`src/rtl/lif_pkg.sv`:
```
package lif_pkg;
  localparam int EQ_W = 3;

  typedef enum logic [1:0] {
    LB_NONE    = 2'b00,
    LB_DIGITAL = 2'b01,
    LB_REMOTE  = 2'b10,
    LB_LOCAL   = 2'b11
  } lb_e;

  typedef enum logic [1:0] {
    JA_BYPASS = 2'b00,
    JA_TX     = 2'b01,
    JA_RX     = 2'b10,
    JA_TEST   = 2'b11
  } ja_e;

  typedef struct packed {
    logic [EQ_W-1:0] eq;
    ja_e             ja;
    lb_e             lb;
  } cfg_t;

  typedef struct packed {
    logic stb;
    logic pos;
    logic neg;
  } lane_t;

  localparam lane_t LANE_IDLE = '0;
endpackage

```
`src/rtl/lif_rst_sync.sv`:
```
module lif_rst_sync #(
  parameter int STAGES = 2
) (
  input  logic clk,
  input  logic rst_ni,
  output logic rst_no
);
  logic [STAGES-1:0] pipe_q;
  logic [STAGES-1:0] pipe_d;

  always_comb pipe_d = {pipe_q[STAGES-2:0], 1'b1};

  always_ff @(posedge clk or negedge rst_ni) begin
    if (!rst_ni) pipe_q <= '0;
    else         pipe_q <= pipe_d;
  end

  assign rst_no = pipe_q[STAGES-1];
endmodule

```
`src/rtl/lif_ctrl_latch.sv`:
```
module lif_ctrl_latch
  import lif_pkg::*;
(
  input  logic            clk,
  input  logic            rst_ni,
  input  logic            cs_n_i,
  input  logic [EQ_W-1:0] eq_sel_i,
  input  logic [1:0]      ja_sel_i,
  input  logic [1:0]      lb_sel_i,
  output cfg_t            cfg_o
);
  cfg_t cfg_q;
  cfg_t cfg_d;
  cfg_t pins;
  logic load_en;

  always_comb begin
    pins.eq = eq_sel_i;
    pins.ja = ja_e'(ja_sel_i);
    pins.lb = lb_e'(lb_sel_i);
    load_en = ~cs_n_i;
    cfg_d   = load_en ? pins : cfg_q;
  end

  always_ff @(posedge clk or negedge rst_ni) begin
    if (!rst_ni) cfg_q <= '0;
    else         cfg_q <= cfg_d;
  end

  assign cfg_o = cfg_q;


  hold_when_deselected_chk: assert property (@(posedge clk) disable iff (!rst_ni)
    cs_n_i |=> $stable(cfg_q));


  capture_when_selected_chk: assert property (@(posedge clk) disable iff (!rst_ni)
    !cs_n_i |=> (cfg_q.eq == $past(eq_sel_i)));
endmodule

```
`src/rtl/lif_path_sel.sv`:
```
module lif_path_sel
  import lif_pkg::*;
(
  input  logic  clk,
  input  logic  rst_ni,
  input  cfg_t  cfg_i,
  input  logic  ais_req_i,
  input  lane_t tx_i,
  input  lane_t rec_i,
  input  lane_t sm_i,
  input  logic  ref_stb_i,
  output lane_t line_o,
  output logic  ais_act_o,
  output lane_t rx_o,
  output logic  fault_o
);
  logic  remote;
  logic  ja_tx;
  lane_t rx_d;
  lane_t rx_q;
  logic  fault_d;
  logic  fault_q;

  always_comb begin
    remote    = (cfg_i.lb == LB_REMOTE);
    ja_tx     = (cfg_i.ja == JA_TX);
    ais_act_o = ais_req_i & ~remote;

    if (remote)         line_o = rec_i;
    else if (ais_act_o) line_o = '{stb: ref_stb_i, pos: 1'b0, neg: 1'b0};
    else if (ja_tx)     line_o = sm_i;
    else                line_o = tx_i;

    unique case (cfg_i.lb)
      LB_DIGITAL: rx_d = tx_i;
      LB_LOCAL:   rx_d = ja_tx ? sm_i : rec_i;
      default:    rx_d = rec_i;
    endcase

    fault_d = (cfg_i.lb == LB_LOCAL) & ~ja_tx;
  end

  always_ff @(posedge clk or negedge rst_ni) begin
    if (!rst_ni) begin
      rx_q    <= LANE_IDLE;
      fault_q <= 1'b0;
    end else begin
      rx_q    <= rx_d;
      fault_q <= fault_d;
    end
  end

  assign rx_o    = rx_q;
  assign fault_o = fault_q;


  digital_loop_rx_chk: assert property (@(posedge clk) disable iff (!rst_ni)
    (cfg_i.lb == LB_DIGITAL) |=> (rx_q == $past(tx_i)));


  local_fault_chk: assert property (@(posedge clk) disable iff (!rst_ni)
    (cfg_i.lb == LB_LOCAL && cfg_i.ja != JA_TX) |=> (fault_q && rx_q == $past(rec_i)));
endmodule

```
`src/rtl/lif_line_enc.sv`:
```
module lif_line_enc
  import lif_pkg::*;
(
  input  logic  clk,
  input  logic  rst_ni,
  input  lane_t line_i,
  input  logic  ais_act_i,
  output logic  tip_o,
  output logic  ring_o
);
  logic phase_q;
  logic phase_d;
  logic tip_d;
  logic ring_d;
  logic tip_q;
  logic ring_q;

  always_comb begin
    if (ais_act_i) begin
      tip_d   = line_i.stb & ~phase_q;
      ring_d  = line_i.stb &  phase_q;
      phase_d = line_i.stb ? ~phase_q : phase_q;
    end else begin
      tip_d   = line_i.stb & line_i.pos & ~line_i.neg;
      ring_d  = line_i.stb & line_i.neg & ~line_i.pos;
      phase_d = 1'b0;
    end
  end

  always_ff @(posedge clk or negedge rst_ni) begin
    if (!rst_ni) begin
      tip_q   <= 1'b0;
      ring_q  <= 1'b0;
      phase_q <= 1'b0;
    end else begin
      tip_q   <= tip_d;
      ring_q  <= ring_d;
      phase_q <= phase_d;
    end
  end

  assign tip_o  = tip_q;
  assign ring_o = ring_q;


  tip_ring_excl_chk: assert property (@(posedge clk) disable iff (!rst_ni)
    !(tip_q && ring_q));


  pulse_needs_strobe_chk: assert property (@(posedge clk) disable iff (!rst_ni)
    !line_i.stb |=> !(tip_q || ring_q));
endmodule

```
`src/rtl/lif_core.sv`:
```
module lif_core
  import lif_pkg::*;
(
  input  logic            clk,
  input  logic            rst_n,
  input  logic            cs_n_i,
  input  logic [EQ_W-1:0] eq_sel_i,
  input  logic [1:0]      ja_sel_i,
  input  logic [1:0]      lb_sel_i,
  input  logic            ais_req_i,
  input  logic            tx_stb_i,
  input  logic            tx_pos_i,
  input  logic            tx_neg_i,
  input  logic            rec_stb_i,
  input  logic            rec_pos_i,
  input  logic            rec_neg_i,
  input  logic            ref_stb_i,
  input  logic            sm_stb_i,
  input  logic            sm_pos_i,
  input  logic            sm_neg_i,
  output logic            rx_stb_o,
  output logic            rx_pos_o,
  output logic            rx_neg_o,
  output logic            tip_en_o,
  output logic            ring_en_o,
  output logic [EQ_W-1:0] eq_code_o,
  output logic            cfg_fault_o
);
  localparam int RST_STAGES = 2;

  logic  rst_sync_n;
  cfg_t  cfg;
  lane_t tx_l;
  lane_t rec_l;
  lane_t sm_l;
  lane_t line_l;
  lane_t rx_l;
  logic  ais_act;

  always_comb begin
    tx_l  = '{stb: tx_stb_i,  pos: tx_pos_i,  neg: tx_neg_i};
    rec_l = '{stb: rec_stb_i, pos: rec_pos_i, neg: rec_neg_i};
    sm_l  = '{stb: sm_stb_i,  pos: sm_pos_i,  neg: sm_neg_i};
  end

  lif_rst_sync #(.STAGES(RST_STAGES)) u_rst (
    .clk    (clk),
    .rst_ni (rst_n),
    .rst_no (rst_sync_n)
  );

  lif_ctrl_latch u_ctrl (
    .clk      (clk),
    .rst_ni   (rst_sync_n),
    .cs_n_i   (cs_n_i),
    .eq_sel_i (eq_sel_i),
    .ja_sel_i (ja_sel_i),
    .lb_sel_i (lb_sel_i),
    .cfg_o    (cfg)
  );

  lif_path_sel u_path (
    .clk       (clk),
    .rst_ni    (rst_sync_n),
    .cfg_i     (cfg),
    .ais_req_i (ais_req_i),
    .tx_i      (tx_l),
    .rec_i     (rec_l),
    .sm_i      (sm_l),
    .ref_stb_i (ref_stb_i),
    .line_o    (line_l),
    .ais_act_o (ais_act),
    .rx_o      (rx_l),
    .fault_o   (cfg_fault_o)
  );

  lif_line_enc u_enc (
    .clk       (clk),
    .rst_ni    (rst_sync_n),
    .line_i    (line_l),
    .ais_act_i (ais_act),
    .tip_o     (tip_en_o),
    .ring_o    (ring_en_o)
  );

  assign rx_stb_o  = rx_l.stb;
  assign rx_pos_o  = rx_l.pos;
  assign rx_neg_o  = rx_l.neg;
  assign eq_code_o = cfg.eq;


  ais_mark_chk: assert property (@(posedge clk) disable iff (!rst_sync_n)
    (ais_req_i && cfg.lb != LB_REMOTE && ref_stb_i) |=> (tip_en_o ^ ring_en_o));


  remote_tip_chk: assert property (@(posedge clk) disable iff (!rst_sync_n)
    (cfg.lb == LB_REMOTE && rec_stb_i && rec_pos_i && !rec_neg_i) |=> (tip_en_o && !ring_en_o));
endmodule

```
`config.mk`:
```
export PLATFORM = sky130hd
export DESIGN_NAME = lif_core
export DESIGN_NICKNAME = d
export VERILOG_FILES = /design/src/rtl/lif_pkg.sv /design/src/rtl/lif_rst_sync.sv /design/src/rtl/lif_ctrl_latch.sv /design/src/rtl/lif_path_sel.sv /design/src/rtl/lif_line_enc.sv /design/src/rtl/lif_core.sv
export SDC_FILE = /design/constraint.sdc
export NUM_CORES = 1
export LEC_CHECK = 0
export ABC_AREA = 1
export CORE_ASPECT_RATIO = 1.25
export CORE_UTILIZATION = 48
export CTS_BUF_LIST = sky130_fd_sc_hd__clkbuf_2 sky130_fd_sc_hd__clkbuf_4 sky130_fd_sc_hd__clkbuf_8
export DETAILED_ROUTE_END_ITERATION = 7
export GPL_ROUTABILITY_DRIVEN = 1
export PLACE_DENSITY_LB_ADDON = 0.25
export RECOVER_POWER = 100
export SLEW_MARGIN = 25
export SYNTH_ARGS = -nofsm -noshare
export SYNTH_HDL_FRONTEND = slang
export SYNTH_HIERARCHICAL = 1
export SYNTH_SLANG_ARGS = --single-unit
```
`constraint.sdc`:
```
create_clock -name clk -period 1.1 [get_ports clk]
set_input_delay 0.165 -clock clk [delete_from_list [all_inputs] [get_ports clk]]
set_output_delay 0.165 -clock clk [all_outputs]
set_load 0.05 [all_outputs]
```
==> metrics.md <==
| Metric | Value |
|---|---|
| Status | finished, violations left |
| Failing checks | negative setup slack |
| Crit path time final | 1.20 ns |
| FILL cells | 92 |
| Number of global-route vias before repair | 866 |
| Starting Density | 0.506 |
| Area contributors post-synth | dfrtp_1 51%, nand2_1 26%, nand3_1 8.2% |
| Area delta synth->final | 63.2% |
| Most common cell after layout, fill and taps aside | nand2_1 |
| Area share of the largest cell type after synthesis | 0.507 |
| Slowest library cell on the worst path | dfrtp_1 |
| Root Driver | clkbuf_4 |
| Drt drc | 0 |
| RePlAce Congestion | 0.780 |
| # clock sinks | 16 |
| I/O pin count | 30 |
| Mux cell area share after synthesis | 0 |
| Share of cells above drive strength 1 | 0.283 |
| CP Class | register to register |
| Net count after synthesis | 133 |
| Worst path most repeated cell | nand2_1 |
| Final WS setup | -0.0952 ns |
| Delay-heaviest family, CP | flip-flops |
| TritonCTS clock tree | built |
| PortBufs | 29 |
| Most frequent cells in the layout | 51 x nand2_1, 18 x clkdlybuf4s50_1, 15 x dfrtp_1 |
| Critical path buffers and inverters | 3 |
| Period utilization | 1.09 |
| Final hold viol count | 0 |
| Critical path launch point type | register |
| Avg Cell Area, Syn | 7.05 µm² |
| Compound-Gate Fraction of Synth Area | 0.0127 |
| Core area | 1560 µm² |
| Cells after synthesis | 112 |
| Die area | 1810 µm² |
| Ys Warns | 6 |
| Max cap viols | 0 |
| CTS clk-pin slew, worst paths | 0.10 ns |
| Layout Nets | 181 |
| DR WL/cell | 14.7 µm |
| Initial antenna violation count | 0 |
| Final Max Slew Viols | 0 |
| Distinct cell type count after synthesis | 11 |
| DRT Wirelength | 2600 µm |
| First drt pass iteration count | 4 |
| Largest family of logic cells by synthesized area | simple AND/OR/NAND/NOR gates |
| Placed cell area | 1270 µm² |
| Synthesized cell area | 790 µm² |
| Worst path max stage delay | 0.40 ns |
| DRT iter0 DRCs | 22 |
| Final HPWL DP | 1560 µm |
| Reg-to-reg slack, setup | -0.1 ns |
| Vias per cell | 5.20 |
| CTS Hold Bufs | 0 |
| Maximum fanout along the worst path | 3 |
| CTS buffer count | 3 |
| Hold WC Path Type | input port to async pin |
| Register bit count reported by yosys | 16 |
| Fin Clk Skew | 0.00438 ns |
| Final instance area | 1290 µm² |
| First-pass GRT wire length | 3640 µm |
| Seq/Total Area, Yosys | 0.507 |
| PD cells | 1290 nW/µm² |
| Final Power | 1.67 mW |
| Remaining global-route overflow | 0 |
| CP endpoint kind | register |
| Fmax | 0.837 GHz |
| Cell taking the most area after synthesis | dfrtp_1 |
| # H-tree levels | 1 |
| CP required | 1.29 ns |
| Antenna-violating nets left | 0 |
| RSZ-0062 raised after global routing | yes |
| Synth Area in XOR/XNOR | 0 |
| Tightest Pin Transition | 0.777 ns |
| GRT Total Usage | 0.303 |
| Count of endpoints failing setup in the final report | 5 |
| Area of the multi-input gates | 369 µm² |
| Adder-Cell Fraction of Synth Area | 0 |
| FF/Latch Area | 402 µm² |
| Vias | 920 |
| VDD IR max | 0.896 mV |
| Leak | 0.702 nW |
| Number of cell rows | 16 |
| Largest net degree at the start of global routing | 15 |
| Post-synthesis simple-gate area fraction | 0.385 |
| Maximum buffer depth of the clock tree | 2 |
| Critical path cell sequence | inv_2 -> buf_6 -> nand3_2 -> nand2_1 -> nand2_1 -> nand2_1 -> inv_1 -> a21oi_2 -> nor2_1 |
| Clk_lat worst skew | 0.30 ns |
| Antenna cells | 0 |
| Slew headroom | 0.482 |
| CP arrival | 1.39 ns |
| Die W | 38.3 µm |
| Die Height | 47.3 µm |
-- worst paths after layout --
kind,start,endpoint,cells after the start
max,u_ctrl/cfg_o[3]$_DFFE_PN0N_,u_enc/ring_o$_DFF_PN0_,9
min,rst_n,u_rst/pipe_q[1]$_DFF_PN0_,1
max reg2reg,u_ctrl/cfg_o[3]$_DFFE_PN0N_,u_enc/ring_o$_DFF_PN0_,9
min reg2reg,u_rst/pipe_q[0]$_DFF_PN0_,u_rst/pipe_q[1]$_DFF_PN0_,0
max in group asynchronous,u_rst/pipe_q[1]$_DFF_PN0_,u_ctrl/cfg_o[0]$_DFFE_PN0N_,1
min in group clk,u_rst/pipe_q[0]$_DFF_PN0_,u_rst/pipe_q[1]$_DFF_PN0_,0
-- metrics by stage --
stage | cells | setup WS [ns] | setup TNS, ns | hold WS [ns] | util
final | 177 | -0.0952 | -0.339 | 0.0986 | 0.825
after global routing | 177 | -0.157 | -0.644 | 0.0954 | 0.825
after CTS | 176 | -0.0524 | -0.133 | 0.00804 | 0.871
after detailed placement | 169 | -0.216 | -0.680 | 0.182 | 0.816
after global placement | 169 | -0.156 | -0.463 | 0.169 | 0.816
after floorplan | 112 | -0.00437 | -0.00437 | -0.131 | -
-- worst reg2reg max path, stage by stage (launching register included) --
cell,delay (ns)
dfrtp_1,0.40
inv_2,0.08
buf_6,0.10
nand3_2,0.07
nand2_1,0.07
nand2_1,0.05
nand2_1,0.09
inv_1,0.05
a21oi_2,0.11
nor2_1,0.06
-- synthesized netlist by cell type --
| cell type | n |
|---|---|
| nand3_1 | 13 |
| inv_1 | 13 |
| nor2_1 | 7 |
| o21ai_1 | 1 |
| buf_6 | 1 |
| a21oi_1 | 1 |
| dfrtp_1 | 16 |
| nor2_2 | 1 |
| nand2_1 | 55 |
| inv_2 | 3 |
| conb_1 | 1 |
-- registers in the layout, summed over array words and instances (netlist names) --
register        flops
u_rst/pipe_q        2
u_path/rx_o         3
u_enc/ring_o        1
u_enc/phase_q       1
u_path/fault_o      1
u_enc/tip_o         1
u_ctrl/cfg_o        7
-- metal layers --
metal  global-route usage  share of wire  wire [µm]
met5                    0              0          0
met4                0.200          0.039        101
met3               0.0569          0.064        166
met2                0.566           0.54       1400
met1                0.299           0.36        936
-- power by group --
part / total [mW] / internal (mW) / switching (mW)
logic: 0.580 / 0.235 / 0.344
registers: 0.678 / 0.644 / 0.0338
clock network: 0.407 / 0.202 / 0.206
-- cells by family after synthesis --
logic type / after synthesis
AO/OA/AOI/OAI: 2
other: 1
AND/OR/NAND/NOR: 76
flip-flops: 16
buffers and inverters: 17
-- area by class of cell --
type	count	share of cell area
Sequential cell	16	0.312
Timing Repair Buffer	44	0.308
Multi-Input combinational cell	79	0.286
Inverter	16	0.0485
Clock buffer	4	0.0282
Tap cell	18	0.0175
-- what timing repair did --
action,in CTS,in global routing
endpoints found under the setup margin,4,6
buffers inserted,3,1
gates resized for setup,9,7
pin swaps,2,4
No activity file was read; power rests on OpenSTA's default activity.
